==> src/rtl/pal_cell_pkg.sv <==
// Package: shared mode type and width helper for the output macrocell.
// Assumes every user of the package applies the same literal encoding:
// two mask bits per input (true, complemented), feedback as the last input.
package pal_cell_pkg;

    // Option bits of one macrocell, gathered for internal routing.
    typedef struct packed {
        logic invert;
        logic registered;
        logic tristate;
        logic pin_input;
    } pal_mode_t;

    // Number of mask bits per product term for a given bus width.
    function automatic int unsigned lit_width(input int unsigned in_w);
        return 2 * (in_w + 1);
    endfunction

endpackage

==> src/rtl/pal_and_plane.sv <==
// Module: programmable AND array.
// Builds NT product terms from IN_W bus inputs plus one feedback input.
// Each term has its own literal mask. A term with no literal selected
// yields 0, so an unused term never forces the OR high.
module pal_and_plane #(
    parameter int unsigned IN_W = 8,
    parameter int unsigned NT   = 8,
    localparam int unsigned LIT_W = pal_cell_pkg::lit_width(IN_W)
) (
    input  logic [IN_W-1:0]     in_i,
    input  logic                fb_i,
    input  logic [NT*LIT_W-1:0] mask_i,
    output logic [NT-1:0]       term_o
);

    logic [LIT_W-1:0] lit;

    // Literal pairs for the bus inputs: true at even bit, complement at odd.
    for (genvar k = 0; k < IN_W; k++) begin : g_lit
        assign lit[2*k]   = in_i[k];
        assign lit[2*k+1] = ~in_i[k];
    end

    // Literal pair for the feedback line, placed after the bus inputs.
    assign lit[2*IN_W]   = fb_i;
    assign lit[2*IN_W+1] = ~fb_i;

    // One AND gate per term; masked-off literals read as 1, empty term reads 0.
    for (genvar t = 0; t < NT; t++) begin : g_term
        logic [LIT_W-1:0] m;
        assign m         = mask_i[t*LIT_W +: LIT_W];
        assign term_o[t] = (|m) & (&(lit | ~m));
    end

endmodule

==> src/rtl/pal_or_sum.sv <==
// Module: fixed OR gate.
// Merges a predefined group of NT product terms into one sum; nothing here
// is programmable. Assumes the terms arrive already masked.
module pal_or_sum #(
    parameter int unsigned NT = 8
) (
    input  logic [NT-1:0] term_i,
    output logic          sum_o
);

    // Hard-wired OR over the term group.
    always_comb begin
        sum_o = 1'b0;
        for (int t = 0; t < NT; t++) begin
            sum_o = sum_o | term_i[t];
        end
    end

endmodule

==> src/rtl/pal_out_ctl.sv <==
// Module: output option stage of the macrocell.
// Selects the combinational or registered sum, applies inversion after
// the flip-flop, forms the driver enable and picks the feedback source.
// Assumes a synchronous active-low reset that clears only the flip-flop.
module pal_out_ctl
    import pal_cell_pkg::*;
(
    input  logic      clk_i,
    input  logic      rst_ni,
    input  logic      sum_i,
    input  logic      oe_term_i,
    input  logic      pin_in_i,
    input  pal_mode_t mode_i,
    output logic      pin_out_o,
    output logic      pin_oe_o,
    output logic      fb_o
);

    logic q_r;
    logic core;

    // Macrocell flip-flop: captures the sum every rising edge.
    always_ff @(posedge clk_i) begin
        if (!rst_ni) begin
            q_r <= 1'b0;
        end else begin
            q_r <= sum_i;
        end
    end

    // Output value: path select first, then optional inversion.
    always_comb begin
        core      = mode_i.registered ? q_r : sum_i;
        pin_out_o = core ^ mode_i.invert;
    end

    // Driver enable: off for input pins, enable term when tristate is used.
    always_comb begin
        if (mode_i.pin_input) begin
            pin_oe_o = 1'b0;
        end else if (mode_i.tristate) begin
            pin_oe_o = oe_term_i;
        end else begin
            pin_oe_o = 1'b1;
        end
    end

    // Feedback source: pad for input or combinational pins, flip-flop otherwise.
    always_comb begin
        if (!mode_i.pin_input && mode_i.registered) begin
            fb_o = q_r;
        end else begin
            fb_o = pin_in_i;
        end
    end

    AST_REG_CAPTURE: assert property (@(posedge clk_i) disable iff (!rst_ni)
        $past(rst_ni) |-> (q_r == $past(sum_i)));
    AST_RESET_CLEAR: assert property (@(posedge clk_i) disable iff (!rst_ni)
        !$past(rst_ni) |-> (q_r == 1'b0));
    AST_REG_HOLD: assert property (@(posedge clk_i) disable iff (!rst_ni)
        (mode_i.registered && $stable(mode_i.invert) && $stable(q_r))
        |-> $stable(pin_out_o));

endmodule

==> src/rtl/pal_output_cell.sv <==
// Module: top of one PAL-style output macrocell.
// A programmable AND array over the input bus and the feedback line feeds
// a fixed OR of NTERM terms; a second one-term array forms the driver
// enable. The option stage then applies register, invert, tristate and
// pin direction. Assumes configuration inputs are held static by the user.
module pal_output_cell
    import pal_cell_pkg::*;
#(
    parameter int unsigned IN_W  = 8,
    parameter int unsigned NTERM = 8,
    localparam int unsigned LIT_W = pal_cell_pkg::lit_width(IN_W)
) (
    input  logic                   clk,
    input  logic                   rst_n,
    input  logic [IN_W-1:0]        in_bus,
    input  logic                   pin_in,
    input  logic [NTERM*LIT_W-1:0] cfg_and_fuse,
    input  logic [LIT_W-1:0]       cfg_oe_fuse,
    input  logic                   cfg_invert,
    input  logic                   cfg_registered,
    input  logic                   cfg_tristate,
    input  logic                   cfg_pin_input,
    output logic                   pin_out,
    output logic                   pin_oe,
    output logic                   fb_out
);

    pal_mode_t        mode;
    logic [NTERM-1:0] terms;
    logic             oe_term;
    logic             sum;

    // Gather option bits into the shared mode type.
    always_comb begin
        mode.invert     = cfg_invert;
        mode.registered = cfg_registered;
        mode.tristate   = cfg_tristate;
        mode.pin_input  = cfg_pin_input;
    end

    pal_and_plane #(.IN_W(IN_W), .NT(NTERM)) u_sum_plane (
        .in_i   (in_bus),
        .fb_i   (fb_out),
        .mask_i (cfg_and_fuse),
        .term_o (terms)
    );

    pal_and_plane #(.IN_W(IN_W), .NT(1)) u_oe_plane (
        .in_i   (in_bus),
        .fb_i   (fb_out),
        .mask_i (cfg_oe_fuse),
        .term_o (oe_term)
    );

    pal_or_sum #(.NT(NTERM)) u_or (
        .term_i (terms),
        .sum_o  (sum)
    );

    pal_out_ctl u_ctl (
        .clk_i     (clk),
        .rst_ni    (rst_n),
        .sum_i     (sum),
        .oe_term_i (oe_term),
        .pin_in_i  (pin_in),
        .mode_i    (mode),
        .pin_out_o (pin_out),
        .pin_oe_o  (pin_oe),
        .fb_o      (fb_out)
    );

    AST_INPUT_NO_DRIVE: assert property (@(posedge clk) disable iff (!rst_n)
        cfg_pin_input |-> (!pin_oe && (fb_out == pin_in)));
    AST_OE_FORCED: assert property (@(posedge clk) disable iff (!rst_n)
        (!cfg_pin_input && !cfg_tristate) |-> pin_oe);
    AST_OE_TERM: assert property (@(posedge clk) disable iff (!rst_n)
        (!cfg_pin_input && cfg_tristate) |-> (pin_oe == oe_term));
    AST_COMB_PATH: assert property (@(posedge clk) disable iff (!rst_n)
        !cfg_registered |-> (pin_out == (sum ^ cfg_invert)));
    AST_FB_FROM_REG: assert property (@(posedge clk) disable iff (!rst_n)
        (cfg_registered && !cfg_pin_input)
        |-> (fb_out == (pin_out ^ cfg_invert)));

endmodule

==> config.mk <==
export PLATFORM = sky130hd
export DESIGN_NAME = pal_output_cell
export DESIGN_NICKNAME = d
export VERILOG_FILES = /design/src/rtl/pal_cell_pkg.sv /design/src/rtl/pal_and_plane.sv /design/src/rtl/pal_or_sum.sv /design/src/rtl/pal_out_ctl.sv /design/src/rtl/pal_output_cell.sv
export SDC_FILE = /design/constraint.sdc
export NUM_CORES = 1
export LEC_CHECK = 0
export ABC_AREA = 1
export BUFFER_PORTS_ARGS = -buffer_cell sky130_fd_sc_hd__buf_2
export CAP_MARGIN = 10
export CORE_MARGIN = 2
export CORE_UTILIZATION = 39
export DETAILED_ROUTE_END_ITERATION = 12
export GPL_ROUTABILITY_DRIVEN = 0
export PLACE_DENSITY = 0.83
export SETUP_SLACK_MARGIN = 0.02
export SLEW_MARGIN = 20
export SYNTH_ARGS = -nofsm -noshare
export SYNTH_HDL_FRONTEND = slang
export SYNTH_SLANG_ARGS = --single-unit
==> constraint.sdc <==
create_clock -name clk -period 1.3 [get_ports clk]
set_input_delay 0.065 -clock clk [delete_from_list [all_inputs] [get_ports clk]]
set_output_delay 0.065 -clock clk [all_outputs]
set_load 0.05 [all_outputs]
==> flow_summary.ini <==
[status]
outcome = complete, but fails checks
violations = setup timing

[floorplanning]
io_pins = 180
die_width_um = 75.5
rows = 26
initial_utilization = 0.398
die_h_um = 75.5
core_mm2 = 0.00501
dieArea_mm2 = 0.00571

[global_routing]
grt_pass1_wl_mm = 14.4
grt_use_total = 0.327
grt_max_degree = 10
grt_antenna_before_repair = 0
grt_overflow_total = 0
grt_pass1_vias = 3410

[clock_network]
clock_latency_ns = 0
postCtsHoldBufs = 0
clk_pin_slew_ns = 0

[logic_synthesis]
synthDistinctLibCells = 23
synth_nets = 653
seq_area_frac_synth = 0.0100
netlist_area_mm2 = 0.00200
ys_warn_count = 0
syn-mean-instance-area_um2 = 4.19
yosys_register_bits = 1
syn-instance-count = 476

[timing]
hold_ws_ns = 0.318
maxSlewViolCount = 0
fin_crit_ns = 1.57
final-hold-violation-count = 0
rsz0062_at_grt = yes
period_share = 1.21
setup_viol = 3
timing.fmax_ghz = 0.635
finalSetupTns_ns = -0.458
max_slew_margin = 0.807
fin_ws_ns = -0.274
fin_skew_ns = 0
tightestPinTransition_ns = 0.286

[power]
power_density_mw_per_mm2 = 310
intPower_uw = 519
switchingPower_uw = 552
p_sw_frac = 0.515
p_leak_uw = 0.00208
p_comb_frac = 0.970
peakVddDrop_uv = 165
clock_power_share = 0
seqPwrFrac = 0.030

[drt]
ant_nets = 0
drt_iter0_markers = 245
drt_pass1_iterations = 5
vias_per_cell = 5.04
routed-via-count = 3828
wl_mm = 9.81
routedWlPerCell_um = 12.9
drcViolationCount = 0

[cells_and_area]
drive_gt1_frac = 0.375
regMostFlops = u_ctl.q_r
antenna_cells = 0
largest_register_ffs = 1
utilization = 0.689
fill_cells = 489
nNetsFinal = 869
reg_top3 = u_ctl.q_r: 1 flops
area_growth_pct = 72.9
final_area_mm2 = 0.00345

[placement]
dpl_cell_area_mm2 = 0.00329
portBuffers = 179
dp.final_hpwl_mm = 7.81

[worst_setup_path]
crit_top_cell = nand2_1
cp_cell_sequence = inv_2 > nand3_2 > nand2_4 > nand2_2 > nand2_1 > inv_1 > nand3_1 > nand2_1 > nor2_2 > nand2_1 > nand2_1 > nand3_2 > nand2_4 > buf_8
cp_data_required_time_ns = 1.24
critPathLaunchType = register
critPathMaxStageDelay_ns = 0.34
cp_max_fo = 8
cp-end-kind = primary output
cp_slowest_cell = dfxtp_4
worstSetupPathType = reg2out
cp_data_arrival_time_ns = 1.51

[run]
cap_violations = 0

[hold_path]
hp-class = in2reg
==> worst max-delay path, delay by kind of cell (launching register included) <==
kind / cells / cell delay [ns]
buffers and inverters: 3 / 0.26
AND/OR/NAND/NOR: 11 / 0.91
flip-flops: 1 / 0.34
==> per-stage QoR <==
| stage | setup slack (ns) | std cells | total power [uW] |
|---|---|---|---|
| after global routing | -0.361 | 760 | 1170 |
| after floorplan | -0.0897 | 476 | 467 |
| final | -0.274 | 760 | 1070 |
| after global placement | -0.360 | 756 | 970 |
| after detailed placement | -0.440 | 756 | 992 |
| after CTS | -0.272 | 760 | 1030 |
==> power by group through the flow <==
stage	registers, uW	clock network (uW)	logic, uW
after floorplan	33.6	0	434
after global placement	33.6	0	936
after detailed placement	33.8	0	958
after CTS	32.4	0	1000
after global routing	32.8	0	1140
final	32.6	0	1040
==> cell families (layout without fill, tap and decap cells) <==
kind of cell | after synthesis | after routing | share of synthesized area
and+or+nand+nor | 441 | 442 | 0.891
buffers and inverters | 26 | 239 | 0.0640
AOI/OAI and AO/OA | 4 | 4 | 0.0150
DFF | 1 | 1 | 0.0100
muxes | 4 | 4 | 0.0201
==> routing by layer <==
layer,vias to the layer above,GRT usage,wire (um)
met2,242,0.608,4840
li1,1895,-,-
met3,36,0.0384,1000
met4,0,0.152,371
met1,1655,0.368,3590
met5,-,0,0
==> cells in the mapped netlist <==
cell type | count | share of area
nand2_1 | 275 | 0.52
nor2_1 | 116 | 0.22
inv_2 | 8 | 0.015
inv_1 | 10 | 0.019
nand4_1 | 2 | 0.0063
nor3_1 | 2 | 0.0050
o2111ai_1 | 1 | 0.0044
and3_1 | 1 | 0.0031
buf_4 | 8 | 0.030
nand2_4 | 1 | 0.0056
nor2_2 | 2 | 0.0063
a21oi_1 | 1 | 0.0025
a221oi_1 | 1 | 0.0044
nor3b_1 | 8 | 0.030
nor4_1 | 3 | 0.0094
nand2_2 | 2 | 0.0063
nand3_1 | 18 | 0.045
mux2i_1 | 4 | 0.020
a21boi_1 | 1 | 0.0038
nand3b_1 | 3 | 0.011
or2_0 | 7 | 0.022
dfxtp_1 | 1 | 0.010
nand3_2 | 1 | 0.0050
==> layout by cell type, fill, tap and decap left out, types with 5 or more instances in the layout <==
cell,instances
nor2_2,5
nand3_1,16
inv_1,8
buf_6,9
inv_2,7
nor2_1,113
nand2_2,11
nand2_1,263
or2_0,7
nor3b_1,8
buf_2,172
buf_4,36
==> timing repair <==
item	in CTS	in global routing
resized for setup	28	14
setup endpoints to repair	3	3
setup buffers	3	0
pin swaps	19	10
gates cloned	1	0
==> layout make-up <==
type	count	area, um^2	share of cell area
Timing Repair Buffer	221	1300	0.378
Tap cell	70	87.6	0.0254
Sequential cell	1	23.8	0.00689
Multi-Input combinational cell	450	1960	0.568
Inverter	18	75.1	0.0218
==> path summary, 6_finish.rpt <==
path | start | endpoint | slack [ns] | cells past startpoint
max | u_ctl.q_r$_SDFF_PN0_ | pin_out | -0.27 | 14
min | rst_n | u_ctl.q_r$_SDFF_PN0_ | 0.32 | 2
max reg2reg | u_ctl.q_r$_SDFF_PN0_ | u_ctl.q_r$_SDFF_PN0_ | -0.05 | 11
min reg2reg | u_ctl.q_r$_SDFF_PN0_ | u_ctl.q_r$_SDFF_PN0_ | 1.05 | 9
No activity file was read; power rests on OpenSTA's default activity.
